===== config.mk =====
export PLATFORM = sky130hd
export DESIGN_NAME = script_chain_seq
export DESIGN_NICKNAME = d
export VERILOG_FILES = /design/src/rtl/seq_pkg.sv /design/src/rtl/seq_fetch.sv /design/src/rtl/seq_decode.sv /design/src/rtl/script_chain_seq.sv
export SDC_FILE = /design/constraint.sdc
export NUM_CORES = 1
export LEC_CHECK = 0
export ABC_AREA = 1
export BUFFER_PORTS_ARGS = -buffer_cell sky130_fd_sc_hd__buf_2
export CAP_MARGIN = 25
export CORE_MARGIN = 5
export CORE_UTILIZATION = 55
export CTS_CLUSTER_SIZE = 28
export DETAILED_ROUTE_END_ITERATION = 6
export GPL_TIMING_DRIVEN = 1
export PLACE_DENSITY = 0.8
export SYNTH_ARGS = -nofsm -noshare
export SYNTH_HDL_FRONTEND = slang
export SYNTH_SLANG_ARGS = --single-unit

===== constraint.sdc =====
create_clock -name clk -period 1.7 [get_ports clk]
set_input_delay 0.085 -clock clk [delete_from_list [all_inputs] [get_ports clk]]
set_output_delay 0.085 -clock clk [all_outputs]
set_load 0.005 [all_outputs]

===== src/rtl/seq_pkg.sv =====
package seq_pkg;
  localparam int WORD_W = 32;
  localparam int OPC_W  = 8;
  localparam logic [OPC_W-1:0] OPC_XFER = 8'h10;
  localparam logic [OPC_W-1:0] OPC_STOP = 8'hF0;

  typedef enum logic [1:0] {
    OPK_XFER,
    OPK_STOP,
    OPK_BAD
  } op_kind_e;

  typedef enum logic [1:0] {
    HC_NONE = 2'd0,
    HC_STOP = 2'd1,
    HC_ERR  = 2'd2
  } halt_code_e;

  typedef enum logic [2:0] {
    S_IDLE,
    S_START,
    S_FETCH,
    S_LAUNCH,
    S_MOVE,
    S_HALT
  } seq_state_e;

  function automatic op_kind_e classify(input logic [OPC_W-1:0] opc);
    case (opc)
      OPC_XFER: classify = OPK_XFER;
      OPC_STOP: classify = OPK_STOP;
      default:  classify = OPK_BAD;
    endcase
  endfunction
endpackage


===== src/rtl/seq_fetch.sv =====
module seq_fetch
  import seq_pkg::*;
#(
  parameter int ADDR_W = 32,
  parameter int NBEAT  = 2
) (
  input  logic                    clk,
  input  logic                    rst_n,
  input  logic                    start,
  input  logic [ADDR_W-1:0]       base,
  output logic                    bus_req,
  input  logic                    bus_gnt,
  output logic                    rd_req_valid,
  input  logic                    rd_req_ready,
  output logic [ADDR_W-1:0]       rd_req_addr,
  input  logic                    rd_beat_valid,
  output logic                    rd_beat_ready,
  input  logic [WORD_W-1:0]       rd_beat_data,
  input  logic                    rd_beat_err,
  output logic                    done,
  output logic                    fail,
  output logic [NBEAT*WORD_W-1:0] words
);
  localparam int BW = (NBEAT > 1) ? $clog2(NBEAT) : 1;

  typedef enum logic [1:0] {F_IDLE, F_ARB, F_ADDR, F_BEAT} fst_e;

  fst_e              st;
  logic [BW-1:0]     beat;
  logic [ADDR_W-1:0] addr_q;
  logic              take;
  logic              last;

  assign take          = (st == F_BEAT) && rd_beat_valid;
  assign last          = (beat == BW'(NBEAT - 1));
  assign bus_req       = (st != F_IDLE);
  assign rd_req_valid  = (st == F_ADDR);
  assign rd_beat_ready = (st == F_BEAT);
  assign rd_req_addr   = addr_q;

  always_ff @(posedge clk) begin
    if (!rst_n) begin
      st     <= F_IDLE;
      beat   <= '0;
      addr_q <= '0;
      done   <= 1'b0;
      fail   <= 1'b0;
    end else begin
      done <= 1'b0;
      fail <= 1'b0;
      case (st)
        F_IDLE: if (start) begin
          addr_q <= base;
          beat   <= '0;
          st     <= F_ARB;
        end
        F_ARB:  if (bus_gnt) st <= F_ADDR;
        F_ADDR: if (rd_req_ready) st <= F_BEAT;
        F_BEAT: if (take) begin
          if (rd_beat_err) begin
            st   <= F_IDLE;
            fail <= 1'b1;
          end else if (last) begin
            st   <= F_IDLE;
            done <= 1'b1;
          end else begin
            beat <= beat + 1'b1;
          end
        end
        default: st <= F_IDLE;
      endcase
    end
  end

  for (genvar g = 0; g < NBEAT; g++) begin : g_word
    logic [WORD_W-1:0] w_q;
    always_ff @(posedge clk) begin
      if (!rst_n) w_q <= '0;
      else if (take && !rd_beat_err && beat == BW'(g)) w_q <= rd_beat_data;
    end
    assign words[g*WORD_W +: WORD_W] = w_q;
  end
endmodule


===== src/rtl/seq_decode.sv =====
module seq_decode
  import seq_pkg::*;
#(
  parameter int ADDR_W = 32,
  parameter int CNT_W  = 24
) (
  input  logic [WORD_W-1:0] word0,
  input  logic [WORD_W-1:0] word1,
  output op_kind_e          kind,
  output logic [CNT_W-1:0]  count,
  output logic [ADDR_W-1:0] maddr,
  output logic              count_zero
);
  assign kind       = classify(word0[WORD_W-1 -: OPC_W]);
  assign count      = word0[CNT_W-1:0];
  assign maddr      = word1[ADDR_W-1:0];
  assign count_zero = (count == '0);
endmodule


===== src/rtl/script_chain_seq.sv =====
module script_chain_seq
  import seq_pkg::*;
#(
  parameter int ADDR_W = 32,
  parameter int CNT_W  = 24
) (
  input  logic              clk,
  input  logic              rst_n,
  input  logic              hw_valid,
  input  logic              hw_sel,
  input  logic [ADDR_W-1:0] hw_data,
  output logic              bus_req,
  input  logic              bus_gnt,
  output logic              rd_req_valid,
  input  logic              rd_req_ready,
  output logic [ADDR_W-1:0] rd_req_addr,
  input  logic              rd_beat_valid,
  output logic              rd_beat_ready,
  input  logic [31:0]       rd_beat_data,
  input  logic              rd_beat_err,
  output logic              mv_valid,
  input  logic              mv_ready,
  output logic [CNT_W-1:0]  mv_count,
  output logic [ADDR_W-1:0] mv_addr,
  input  logic              mv_done,
  input  logic              mv_err,
  output logic              irq,
  output logic [1:0]        irq_code
);
  localparam int FETCH_BEATS = 2;
  localparam int STEP        = FETCH_BEATS * WORD_W / 8;

  seq_state_e                    state;
  halt_code_e                    code_q;
  logic [ADDR_W-1:0]             ptr;
  logic [CNT_W-1:0]              cnt_q;
  logic [ADDR_W-1:0]             maddr_q;
  logic                          f_start, f_done, f_fail;
  logic [FETCH_BEATS*WORD_W-1:0] f_words;
  op_kind_e                      d_kind;
  logic [CNT_W-1:0]              d_count;
  logic [ADDR_W-1:0]             d_maddr;
  logic                          d_zero;
  logic                          ptr_wr, clr_wr;

  assign ptr_wr   = hw_valid && !hw_sel;
  assign clr_wr   = hw_valid && hw_sel && hw_data[0];
  assign f_start  = (state == S_START);
  assign mv_valid = (state == S_LAUNCH);
  assign mv_count = cnt_q;
  assign mv_addr  = maddr_q;
  assign irq      = (state == S_HALT);
  assign irq_code = code_q;

  seq_fetch #(.ADDR_W(ADDR_W), .NBEAT(FETCH_BEATS)) i_fetch (
    .clk          (clk),
    .rst_n        (rst_n),
    .start        (f_start),
    .base         (ptr),
    .bus_req      (bus_req),
    .bus_gnt      (bus_gnt),
    .rd_req_valid (rd_req_valid),
    .rd_req_ready (rd_req_ready),
    .rd_req_addr  (rd_req_addr),
    .rd_beat_valid(rd_beat_valid),
    .rd_beat_ready(rd_beat_ready),
    .rd_beat_data (rd_beat_data),
    .rd_beat_err  (rd_beat_err),
    .done         (f_done),
    .fail         (f_fail),
    .words        (f_words)
  );

  seq_decode #(.ADDR_W(ADDR_W), .CNT_W(CNT_W)) i_decode (
    .word0     (f_words[WORD_W-1:0]),
    .word1     (f_words[2*WORD_W-1:WORD_W]),
    .kind      (d_kind),
    .count     (d_count),
    .maddr     (d_maddr),
    .count_zero(d_zero)
  );

  always_ff @(posedge clk) begin
    if (!rst_n) begin
      state   <= S_IDLE;
      code_q  <= HC_NONE;
      ptr     <= '0;
      cnt_q   <= '0;
      maddr_q <= '0;
    end else begin
      case (state)
        S_IDLE: if (ptr_wr) begin
          ptr   <= hw_data;
          state <= S_START;
        end
        S_START: state <= S_FETCH;
        S_FETCH: begin
          if (f_fail) begin
            code_q <= HC_ERR;
            state  <= S_HALT;
          end else if (f_done) begin
            ptr <= ptr + ADDR_W'(STEP);
            case (d_kind)
              OPK_XFER: begin
                if (d_zero) begin
                  state <= S_START;
                end else begin
                  cnt_q   <= d_count;
                  maddr_q <= d_maddr;
                  state   <= S_LAUNCH;
                end
              end
              OPK_STOP: begin
                code_q <= HC_STOP;
                state  <= S_HALT;
              end
              default: begin
                code_q <= HC_ERR;
                state  <= S_HALT;
              end
            endcase
          end
        end
        S_LAUNCH: if (mv_ready) state <= S_MOVE;
        S_MOVE: begin
          if (mv_err) begin
            code_q <= HC_ERR;
            state  <= S_HALT;
          end else if (mv_done) begin
            state <= S_START;
          end
        end
        S_HALT: begin
          if (ptr_wr) begin
            ptr    <= hw_data;
            code_q <= HC_NONE;
            state  <= S_START;
          end else if (clr_wr) begin
            code_q <= HC_NONE;
            state  <= S_IDLE;
          end
        end
        default: state <= S_IDLE;
      endcase
    end
  end
endmodule


# Word level (Yosys, flattened, before mapping)
# Index checks and enable logic that the tools add are counted.
[classes] addsub=2 n_eq_ne=27 n_mux=37 bitwise=6 n_reduce_logical=27
[op_table] cell="32-bit two-way mux" count=3
[op_table] cell="32-bit one-hot mux with 2 select lines" count=1
[op_table] cell="32-bit by 4-bit adder with 32-bit output (second input constant)" count=1
[op_table] cell="3-bit two-way mux" count=9
[op_table] cell="24-bit zero test" count=1
[op_table] cell="2-bit two-way mux" count=12
[op_table] cell="5-bit AND reduction" count=4
[op_table] cell="3-bit one-hot mux with 6 select lines" count=1
[op_table] cell="2-bit inequality test (second input constant)" count=6
[op_table] cell="2-bit by 1-bit inequality test with 1-bit output (second input constant)" count=5
[op_table] cell="3-bit by 1-bit inequality test with 1-bit output (second input constant)" count=3
[op_table] cell="8-bit by 5-bit equality test with 1-bit output (second input constant)" count=1
[op_table] cell="8-bit equality test (second input constant)" count=1
[op_table] cell="2-bit one-hot mux with 2 select lines" count=2
[op_table] cell="2-bit one-hot mux with 4 select lines" count=1
[op_table] cell="4-bit AND reduction" count=2
[op_table] cell="1-bit logical AND" count=7
[op_table] cell="3-bit by 2-bit equality test with 1-bit output (second input constant)" count=2
[op_table] cell="3-bit equality test (second input constant)" count=2
[op_table] cell="1-bit two-way mux" count=6
[op_table] cell="1-bit NOT" count=6
[op_table] cell="2-bit one-hot mux with 3 select lines" count=1
[op_table] cell="2-bit nonzero test" count=3
[op_table] cell="2-bit by 1-bit equality test with 1-bit output (second input constant)" count=2
[op_table] cell="14 further kinds" count=17
[word_totals] ff_bits=194 input_bits=75 output_inout_bits=95 wordCells=111

# Depth between registers and ports, before layout
# Gate-level depths: netlist of run 1.
[logic_depth] word_depth=7 ltp_mapped=12 depth_no_buf=11

# Cells and area by module
# A second synthesis of run 1 with hierarchy kept.
[hier_totals] cells_unflattened=1239 area_unflattened_um2=8763.4
[by_module_without_submodules] mod="script_chain_seq" instances=1 cells_per_inst=687 area_per_inst_um2=4534.3 seq_area_each_um2=1861.8
[by_module_without_submodules] mod="seq_fetch" instances=1 cells_per_inst=465 area_per_inst_um2=3683.5 seq_area_each_um2=2021.9
[by_module_without_submodules] mod="seq_decode" instances=1 cells_per_inst=87 area_per_inst_um2=545.5 seq_area_each_um2=0.0

# Worst setup path after synthesis of run 1
# OpenSTA, ideal clock, no wires.
[synth_path] path_kind="reg2reg" start="register i_fetch.st[0]" end="register i_fetch.g_word[0].w_q[18]" setup_ns=0.064 arrival_ns=1.520 t_required_ns=1.636 setup_slack_ns=0.116 path_stages_with_launch=8 n_path_buf=2 synth_period_minus_slack_ns=1.584 cell_sequence="dfxtp_1 -> ha_1 -> nand2_1 -> nor3_1 -> clkbuf_1 -> clkbuf_1 -> o21ai_0 -> nor2_1"
[synth_between] elab_chain_len=4
[synth_rtl] item="start, declared" line_no="seq_fetch.sv:28" source="fst_e st;"
[synth_rtl] item="start signal, assigned" line_no="seq_fetch.sv:43" source="st <= F_IDLE;"
[synth_rtl] item="start signal, assigned" line_no="seq_fetch.sv:55" source="st <= F_ARB;"
[synth_rtl] item="start signal, assigned" line_no="seq_fetch.sv:57" source="F_ARB: if (bus_gnt) st <= F_ADDR;"
[synth_rtl] item="2-bit equality test"
[synth_rtl] item="net rd_beat_ready" line_no="script_chain_seq.sv:18" source="output logic rd_beat_ready,"
[synth_rtl] item="1-bit logical AND" line_no="seq_fetch.sv:34" source="assign take = (st == F_BEAT) && rd_beat_valid;"
[synth_rtl] item="1-bit logical AND (2 in series)" line_no="seq_fetch.sv:79" source="else if (take && !rd_beat_err && beat == BW'(g)) w_q <= rd_beat_data;"
[synth_rtl] item="end signal, assigned" line_no="seq_fetch.sv:79"
[synth_rtl] item="end, declared" line_no="seq_fetch.sv:76" source="logic [WORD_W-1:0] w_q;"
# The timed path passes the listed nets, and every way through them passes these cells.
# A chain may end at the register's enable or synchronous reset.

# Worst setup path after layout of run 1
[layout_path] start="register state[0]" end="register state[0]"
[layout_between] elab_chain_len=3 elab_cells_between_ends=13 classes_between="eq/ne: 10; mux: 1; reduce/logical: 2"
[layout_rtl] item="start, declared" line_no="script_chain_seq.sv:33" source="seq_state_e state;"
[layout_rtl] item="start signal, assigned" line_no="script_chain_seq.sv:85" source="state <= S_IDLE;"
[layout_rtl] item="start signal, assigned" line_no="script_chain_seq.sv:94" source="state <= S_START;"
[layout_rtl] item="start signal, assigned" line_no="script_chain_seq.sv:96" source="S_START: state <= S_FETCH;"
[layout_rtl] item="3-bit by 2-bit equality test with 1-bit output, or another cell as far along" line_no="script_chain_seq.sv:91" source="case (state)"
[layout_rtl] item="3-bit by 1-bit inequality test with 1-bit output (no source line), or another cell as far along"
[layout_rtl] item="5-bit AND reduction (no source line)"
# Several ways; a longest one is shown, not always the timed one.

==> metrics, run 1 <==
syn_nets ~1.4k; Post-Synth Adder-Cell Area less than 1%; clk_lat worst skew about 0.43 ns; Post-Synth Simple-Gate Area 33.33%; final net count 1588; largest net degree at the start of global routing between 80 and 90; GPL Wtd Cong 0.9079; CP max FO 6; area of the multi-input gates 3985 um^2; final slew viol count 0; worst r2r dst state[0]$_SDFFE_PN0P_; Worst-Margin Slew slightly above 0.5 ns; DIE AREA 18090 um^2; power per cell area 1186 nW/um^2; Hold Startpoint hw_data[21]; WL per Instance roughly 14 um; clock buffer depth 2; Reg power frac 42.8%; library cells used by synthesis 26; total detailed-routing wirelength 23.95 mm; DPL Wire Length 15.78 mm; DP Cell Count about 1.6k; Seq cells post-synth 194; CP Data Arrival Time 1.92 ns; chip width approximately 130 um; Tot Pwr 12.90 mW; Int Pwr between 8 and 9 mW; CTS buffer count 17; Post-Layout Cell Count 1709; grt ovf 0; Hold Worst Slack 0.01206 ns; sequential fraction of the synthesis area 45.55%; Final Cycle Share 94.17%; Initial Utilization 56.08%; CTS tree yes; ant diodes 0; worst hold path depth 5; first-pass GRT wire length 38.69 mm; Port Buffers 169; Syn Area/Cell around 6.6 um^2; commonest cells after routing, fill and taps aside 315 x nand2_1, 312 x nor2_1, 192 x dfxtp_1; number of synthesis warnings 0; Die Ht 134.5 um; combinational share of power 27.3%; Clk network pwr share ~30%; endpoint class of the critical path flop; Core ar. 15200 um^2; fraction of layout cells with a size suffix above 1 between 10% and 20%; NetSw 4.290 mW; Reg-to-Reg Start state[0]$_SDFFE_PN0P_; DRT iter0 DRCs 720; TritonCTS Sinks 194; Hold/Removal Path Class input port to flop; Yosys top cell area share 45.55%; antenna viol nets, final 0; via count 8852; hold endpoint ptr[21]$_SDFFE_PN0P_; Worst R2R Path Depth 8; fin area 10880 um^2; commonest non-fill, non-tap cell in the layout nand2_1; max-cap violations 0; Sw Share 33.25%; Final setup viols 0; area delta synth->final 27.59%; IO Count 170; Crit path required time 2.01 ns; Placed Area 9776 um^2; H-tree depth 4; via/cell ratio 5.180; Mapped Cells ~1.3k; number of global-route vias before repair 8152; maximum vdd drop between 0.0007 and 0.0008 V; FP Rows 45; register area 3886 um^2; antenna violations before repair 0; max frequency 624.6 MHz; mapped cell area 8526 um^2; xor and xnor area share after synthesis 0.3082%; largest family of logic cells by synthesized area simple AND/OR/NAND/NOR gates; GRT Resource Usage Total between 20% and 30%; crit path launch type flop; clock-pin slew on the worst setup and hold paths ~0.070 ns; status complete, but fails checks; P_leak 5.273 nW; CP Class flop to flop; clock root cell clkbuf_16; Yosys top cell by area dfxtp_1; failing checks design-rule violations; drt first pass iters 7; setup skew after layout roughly 0.012 ns; FILL cells 1228; Synth Area in Compound Gates 11.68%; post-synthesis mux area share 0%; DR DRC count 25; R2R Setup Slk 0.1 ns; Tmin final around 1.6 ns; Slew headroom between 60% and 70%; Hold Fails Final Rpt 0; synth top area cells dfxtp_1 46%, nor2_1 14%, nand2_1 14%
[cells in the mapped netlist]
library cell  count
nand3_2           1
clkinv_1          1
buf_2            11
inv_2             4
ha_1              5
nor2_1          320
o211ai_1          1
clkbuf_1         49
nor2_2            2
nand4_1           2
o31ai_1           1
xor2_1            3
o21ai_0          99
inv_1           102
or2_2             1
o2111ai_1         1
nand2_2           2
nand2_1         316
a31oi_1           5
buf_4             1
a21oi_1          89
dfxtp_1         194
nor3_2            1
buf_6             6
nor3_1            3
nand3_1          75
[worst max path at each step]
stage | startpoint | endpoint | slack [ns] | cells after the start
CTS | i_fetch.g_word[0].w_q[9]$_SDFFE_PN0P_ | mv_addr[11]$_SDFFE_PN0P_ | 0.05 | 9
detailed placement | i_fetch.g_word[0].w_q[11]$_SDFFE_PN0P_ | mv_addr[11]$_SDFFE_PN0P_ | 0.07 | 9
finish | state[0]$_SDFFE_PN0P_ | state[0]$_SDFFE_PN0P_ | 0.1 | 8
global placement | i_fetch.g_word[0].w_q[11]$_SDFFE_PN0P_ | mv_count[13]$_SDFFE_PN0P_ | 0.09 | 9
global route | i_fetch.st[1]$_SDFFE_PN0P_ | i_fetch.rd_req_addr[16]$_SDFFE_PN0P_ | -0.03 | 7
floorplan | i_fetch.st[0]$_SDFFE_PN0P_ | i_fetch.g_word[0].w_q[18]$_SDFFE_PN0P_ | 0.12 | 7
[flip-flops by register name, summed over array words and instances (netlist names), 2 cells and up]
| signal | flops |
|---|---|
| i_fetch.g_word.w_q | 64 |
| i_fetch.rd_req_addr | 32 |
| i_fetch.st | 2 |
| irq_code | 2 |
| mv_addr | 32 |
| mv_count | 24 |
| ptr | 32 |
| state | 3 |
[metrics by stage]
stage	util [%]	TNS, ns	worst slack (ns)
floorplan	-	0	0.1157
global placement	64.30	0	0.09107
detailed placement	64.30	0	0.07014
CTS	71.04	0	0.05353
global route	71.56	-0.02557	-0.02557
finish	71.56	0	0.09907
[per-layer routing]
layer,share of wire [%],track usage (%),vias up
li1,-,-,4483
met1,46,35.91,3977
met2,45,40.95,347
met3,7.4,5.179,45
met4,2.2,9.502,0
met5,0,0,-
[power by group through the flow]
stage / Combinational [mW] / Clock [mW] / Sequential [mW]
after CTS: 3.41 / 3.89 / 5.50
after floorplan: 2.03 / 0 / 5.56
after global placement: 3.24 / 0 / 5.58
after detailed placement: 3.30 / 0 / 5.60
final: 3.53 / 3.86 / 5.52
after global routing: 3.92 / 4.10 / 5.59
[area by class of cell]
type	count	share of cell area, %
multi-input cells	927	36.63
flip-flops and latches	194	35.73
repair buffers	261	16.57
clock buffers	22	4.267
inverters	107	3.727
well taps	188	2.162
clock inverters	10	0.9087
[logic make-up (layout without fill, tap and decap cells)]
kind of cell | Yosys count | count (layout)
AND/OR/NAND/NOR | 723 | 723
AO/OA/AOI/OAI | 196 | 196
flip-flops | 194 | 194
buffers and inverters | 174 | 400
adder cells (fa/ha/maj) | 5 | 5
XOR/XNOR | 3 | 3
[worst max-delay path, cell delays in order, from the launching register on]
cell     delay [ns]
dfxtp_2        0.35
inv_2          0.08
nand2_1        0.08
nor2_1         0.13
nand2_1        0.08
o21ai_0        0.31
nor2_1         0.17
o21ai_0        0.23
nor2_1         0.06
[repair_timing]
item	in CTS	in global routing
endpoints found under the setup margin	0	57
buffers inserted	0	1
endpoints found under the hold margin	77	0
hold buffers	46	0
resized for setup	0	19
Power figures use the tool's default switching activity.
==> run 2: changes to the inputs <==
--- a/config.mk
+++ b/config.mk
@@ -9,11 +9,12 @@
 export BUFFER_PORTS_ARGS = -buffer_cell sky130_fd_sc_hd__buf_2
 export CAP_MARGIN = 25
 export CORE_MARGIN = 5
-export CORE_UTILIZATION = 55
+export CORE_UTILIZATION = 57
+export CTS_BUF_LIST = sky130_fd_sc_hd__clkbuf_4
 export CTS_CLUSTER_SIZE = 28
 export DETAILED_ROUTE_END_ITERATION = 6
 export GPL_TIMING_DRIVEN = 1
-export PLACE_DENSITY = 0.8
+export PLACE_DENSITY_LB_ADDON = 0.2
 export SYNTH_ARGS = -nofsm -noshare
 export SYNTH_HDL_FRONTEND = slang
 export SYNTH_SLANG_ARGS = --single-unit
==> metrics, run 2 (synthesis gave the netlist of run 1 again) <==
status complete, but fails checks (unchanged); failing checks negative setup slack (was design-rule violations); most frequent CP cell nand2_1 (was nor2_1); met3 global-route usage 6.107% (was 5.179%); GPL Wtd Cong 0.9150 (was 0.9079); Hold Startpoint hw_valid (was hw_data[21]); Top reg by flops i_fetch.g_word.w_q (unchanged); total detailed-routing wirelength 25.38 mm (was 23.95 mm); via count 9114 (was 8852); GRT Resource Usage Total 26.58% (was 26.10%); Port Buffers 169 (unchanged); Sw Share 35.92% (was 33.25%); combinational share of power 35.0% (was 27.3%); commonest cells after routing, fill and taps aside 313 x nand2_1, 308 x nor2_1, 190 x dfxtp_1 (was 315 x nand2_1, 312 x nor2_1, 192 x dfxtp_1); Clk network pwr share 19.2% (was 29.9%); crit path launch type flop (unchanged); Final setup viols 1 (was 0); NetSw 4.342 mW (was 4.290 mW); antenna violations before repair 0 (unchanged); DPL Wire Length 15.68 mm (was 15.78 mm); CP max FO 5 (was 6); max frequency 586.7 MHz (was 624.6 MHz); Worst R2R Path Depth 11 (was 8); CP Class flop to flop (unchanged); Reg-to-Reg Start state[0]$_SDFFE_PN0P_ (unchanged); clk_lat worst skew 0.60 ns (was 0.43 ns); fin worst setup slack -0.004439 ns (was 0.09907 ns); clock buffer depth 2 (unchanged); final core utilization 76.60% (was 71.56%); Final Cycle Share 100.3% (was 94.17%); DR DRC count 0 (was 25); antenna viol nets, final 0 (unchanged); clock-pin slew on the worst setup and hold paths 0.15 ns (was 0.07 ns); FILL cells 1116 (was 1228); Core ar. 14590 um^2 (was 15200 um^2); CP cell instances inv_4 -> nor2_4 -> nand2_2 -> nand2_4 -> buf_6 -> clkinvlp_4 -> buf_12 -> nand2_1 -> nand2_1 -> o21ai_0 -> nor2_1 (was inv_2 -> nand2_1 -> nor2_1 -> nand2_1 -> o21ai_0 -> nor2_1 -> o21ai_0 -> nor2_1); met2 usage 39.42% (was 40.95%); Int Pwr 7.745 mW (was 8.613 mW); Hold/Removal Path Class input port to flop (unchanged); DP Cell Count 1630 (unchanged); DRT iter0 DRCs 868 (was 720); GR Util met1 39.12% (was 35.91%); final net count 1638 (was 1588); IO Count 170 (unchanged); drt first pass iters 6 (was 7); TritonCTS Sinks 194 (unchanged); GR peak layer met2 (unchanged); Tmin final 1.704 ns (was 1.601 ns); CTS tree yes (unchanged); grt ovf 0 (unchanged); final slew viol count 0 (unchanged); max reg flops 64 (unchanged); Crit path required time 2.20 ns (was 2.01 ns); power per cell area 1082 nW/um^2 (was 1186 nW/um^2); number of global-route vias before repair 7973 (was 8152); DIE AREA 17500 um^2 (was 18090 um^2); R2R Setup Slk -0.004 ns (was 0.1 ns); CP max-delay cell dfxtp_4 (was dfxtp_2); chip width 132.3 um (was 134.5 um); P_leak 5.426 nW (was 5.273 nW); Post-Layout Cell Count 1754 (was 1709); worst hold path depth 7 (was 5); Worst-Margin Slew 0.4080 ns (was 0.5138 ns); max-cap violations 0 (unchanged); CTS buffer count 17 (unchanged); RSZ-0062 raised after global routing true; Hold Worst Slack 0.06121 ns (was 0.01206 ns); CP max stage delay 0.40 ns (was 0.35 ns); Die Ht 132.3 um (was 134.5 um); commonest non-fill, non-tap cell in the layout nand2_1 (unchanged); H-tree depth 4 (unchanged); worst r2r dst ptr[22]$_SDFFE_PN0P_ (was state[0]$_SDFFE_PN0P_); endpoint class of the critical path flop (unchanged); Hold Fails Final Rpt 0 (unchanged); FP Rows 44 (was 45); area delta synth->final 31.07% (was 27.59%); largest net degree at the start of global routing 79 (was 83); setup skew after layout 0.02455 ns (was 0.01174 ns); first-pass GRT wire length 39.14 mm (was 38.69 mm); hold endpoint state[0]$_SDFFE_PN0P_ (was ptr[21]$_SDFFE_PN0P_); maximum vdd drop 0.0007110 V (was 0.0007824 V); CP Data Arrival Time 2.21 ns (was 1.92 ns); Slew headroom 72.80% (was 65.75%); clock root cell clkbuf_4 (was clkbuf_16); Initial Utilization 58.44% (was 56.08%); Reg power frac 45.8% (was 42.8%); WL per Instance 14.47 um (was 14.01 um); ant diodes 0 (unchanged); via/cell ratio 5.196 (was 5.180); fraction of layout cells with a size suffix above 1 19.36% (was 17.88%)
==> run 2: cell type report <==
class	instances	area, um^2	share of cell area (%)
clock buffers	19	142.6	1.276
clock inverters	12	107.6	0.9629
inverters	107	416.7	3.729
multi-input cells	927	4013	35.91
flip-flops and latches	194	3894	34.84
well taps	184	230.2	2.060
repair buffers	311	2371	21.22
==> run 2: worst max-delay path by stage <==
stage / startpoint / cells past startpoint / slack, ns / end
finish: state[0]$_SDFFE_PN0P_ / 11 / -0.004 / ptr[22]$_SDFFE_PN0P_
global route: state[1]$_SDFFE_PN0P_ / 9 / -0.07 / mv_addr[16]$_SDFFE_PN0P_
detailed placement: state[1]$_SDFFE_PN0P_ / 10 / 0.06 / ptr[24]$_SDFFE_PN0P_
global placement: state[0]$_SDFFE_PN0P_ / 11 / 0.09 / ptr[24]$_SDFFE_PN0P_
floorplan: i_fetch.st[0]$_SDFFE_PN0P_ / 7 / 0.12 / i_fetch.g_word[0].w_q[18]$_SDFFE_PN0P_
CTS: state[1]$_SDFFE_PN0P_ / 10 / 0.03 / ptr[24]$_SDFFE_PN0P_
==> run 2: through the flow <==
stage / worst slack, ns / instance area, um^2 / power (mW) / setup TNS [ns]
6_report: -0.004439 / 11170 / 12.09 / -0.004439
5_1_grt: -0.06836 / 11170 / 12.82 / -2.064
4_1_cts: 0.03029 / 10740 / 11.27 / 0
3_5_place_dp: 0.05829 / 9763 / 8.875 / 0
3_3_place_gp: 0.09498 / 9763 / 8.827 / 0
2_1_floorplan: 0.1157 / 8526 / 7.587 / 0
==> run 2: power groups by stage <==
stage          registers (mW)  logic, mW  clock network [mW]
2_1_floorplan            5.56       2.03                   0
5_1_grt                  5.61       4.65                2.56
6_report                 5.54       4.22                2.32
4_1_cts                  5.50       3.43                2.35
3_3_place_gp             5.59       3.24                   0
3_5_place_dp             5.59       3.28                   0
==> run 2: worst max-delay path, delay by kind of cell (launching register included) <==
family	cells	cell delay, ns
buf+inv	4	0.58
flops	1	0.40
simple gates	6	0.47
compound gates	1	0.17
==> run 2: routing by layer <==
layer / part of all wire, % / routed length, um
met4: 2.1 / 525
met3: 8.4 / 2132
met5: 0 / 0
met1: 46 / 11620
met2: 44 / 11110
==> run 2: timing repair <==
item | 4_1_cts | 5_1_grt
buffers inserted | 0 | 9
endpoints found under the hold margin | 116 | 0
endpoints found under the setup margin | 0 | 88
gates resized for setup | 0 | 39
hold buffers | 73 | 0
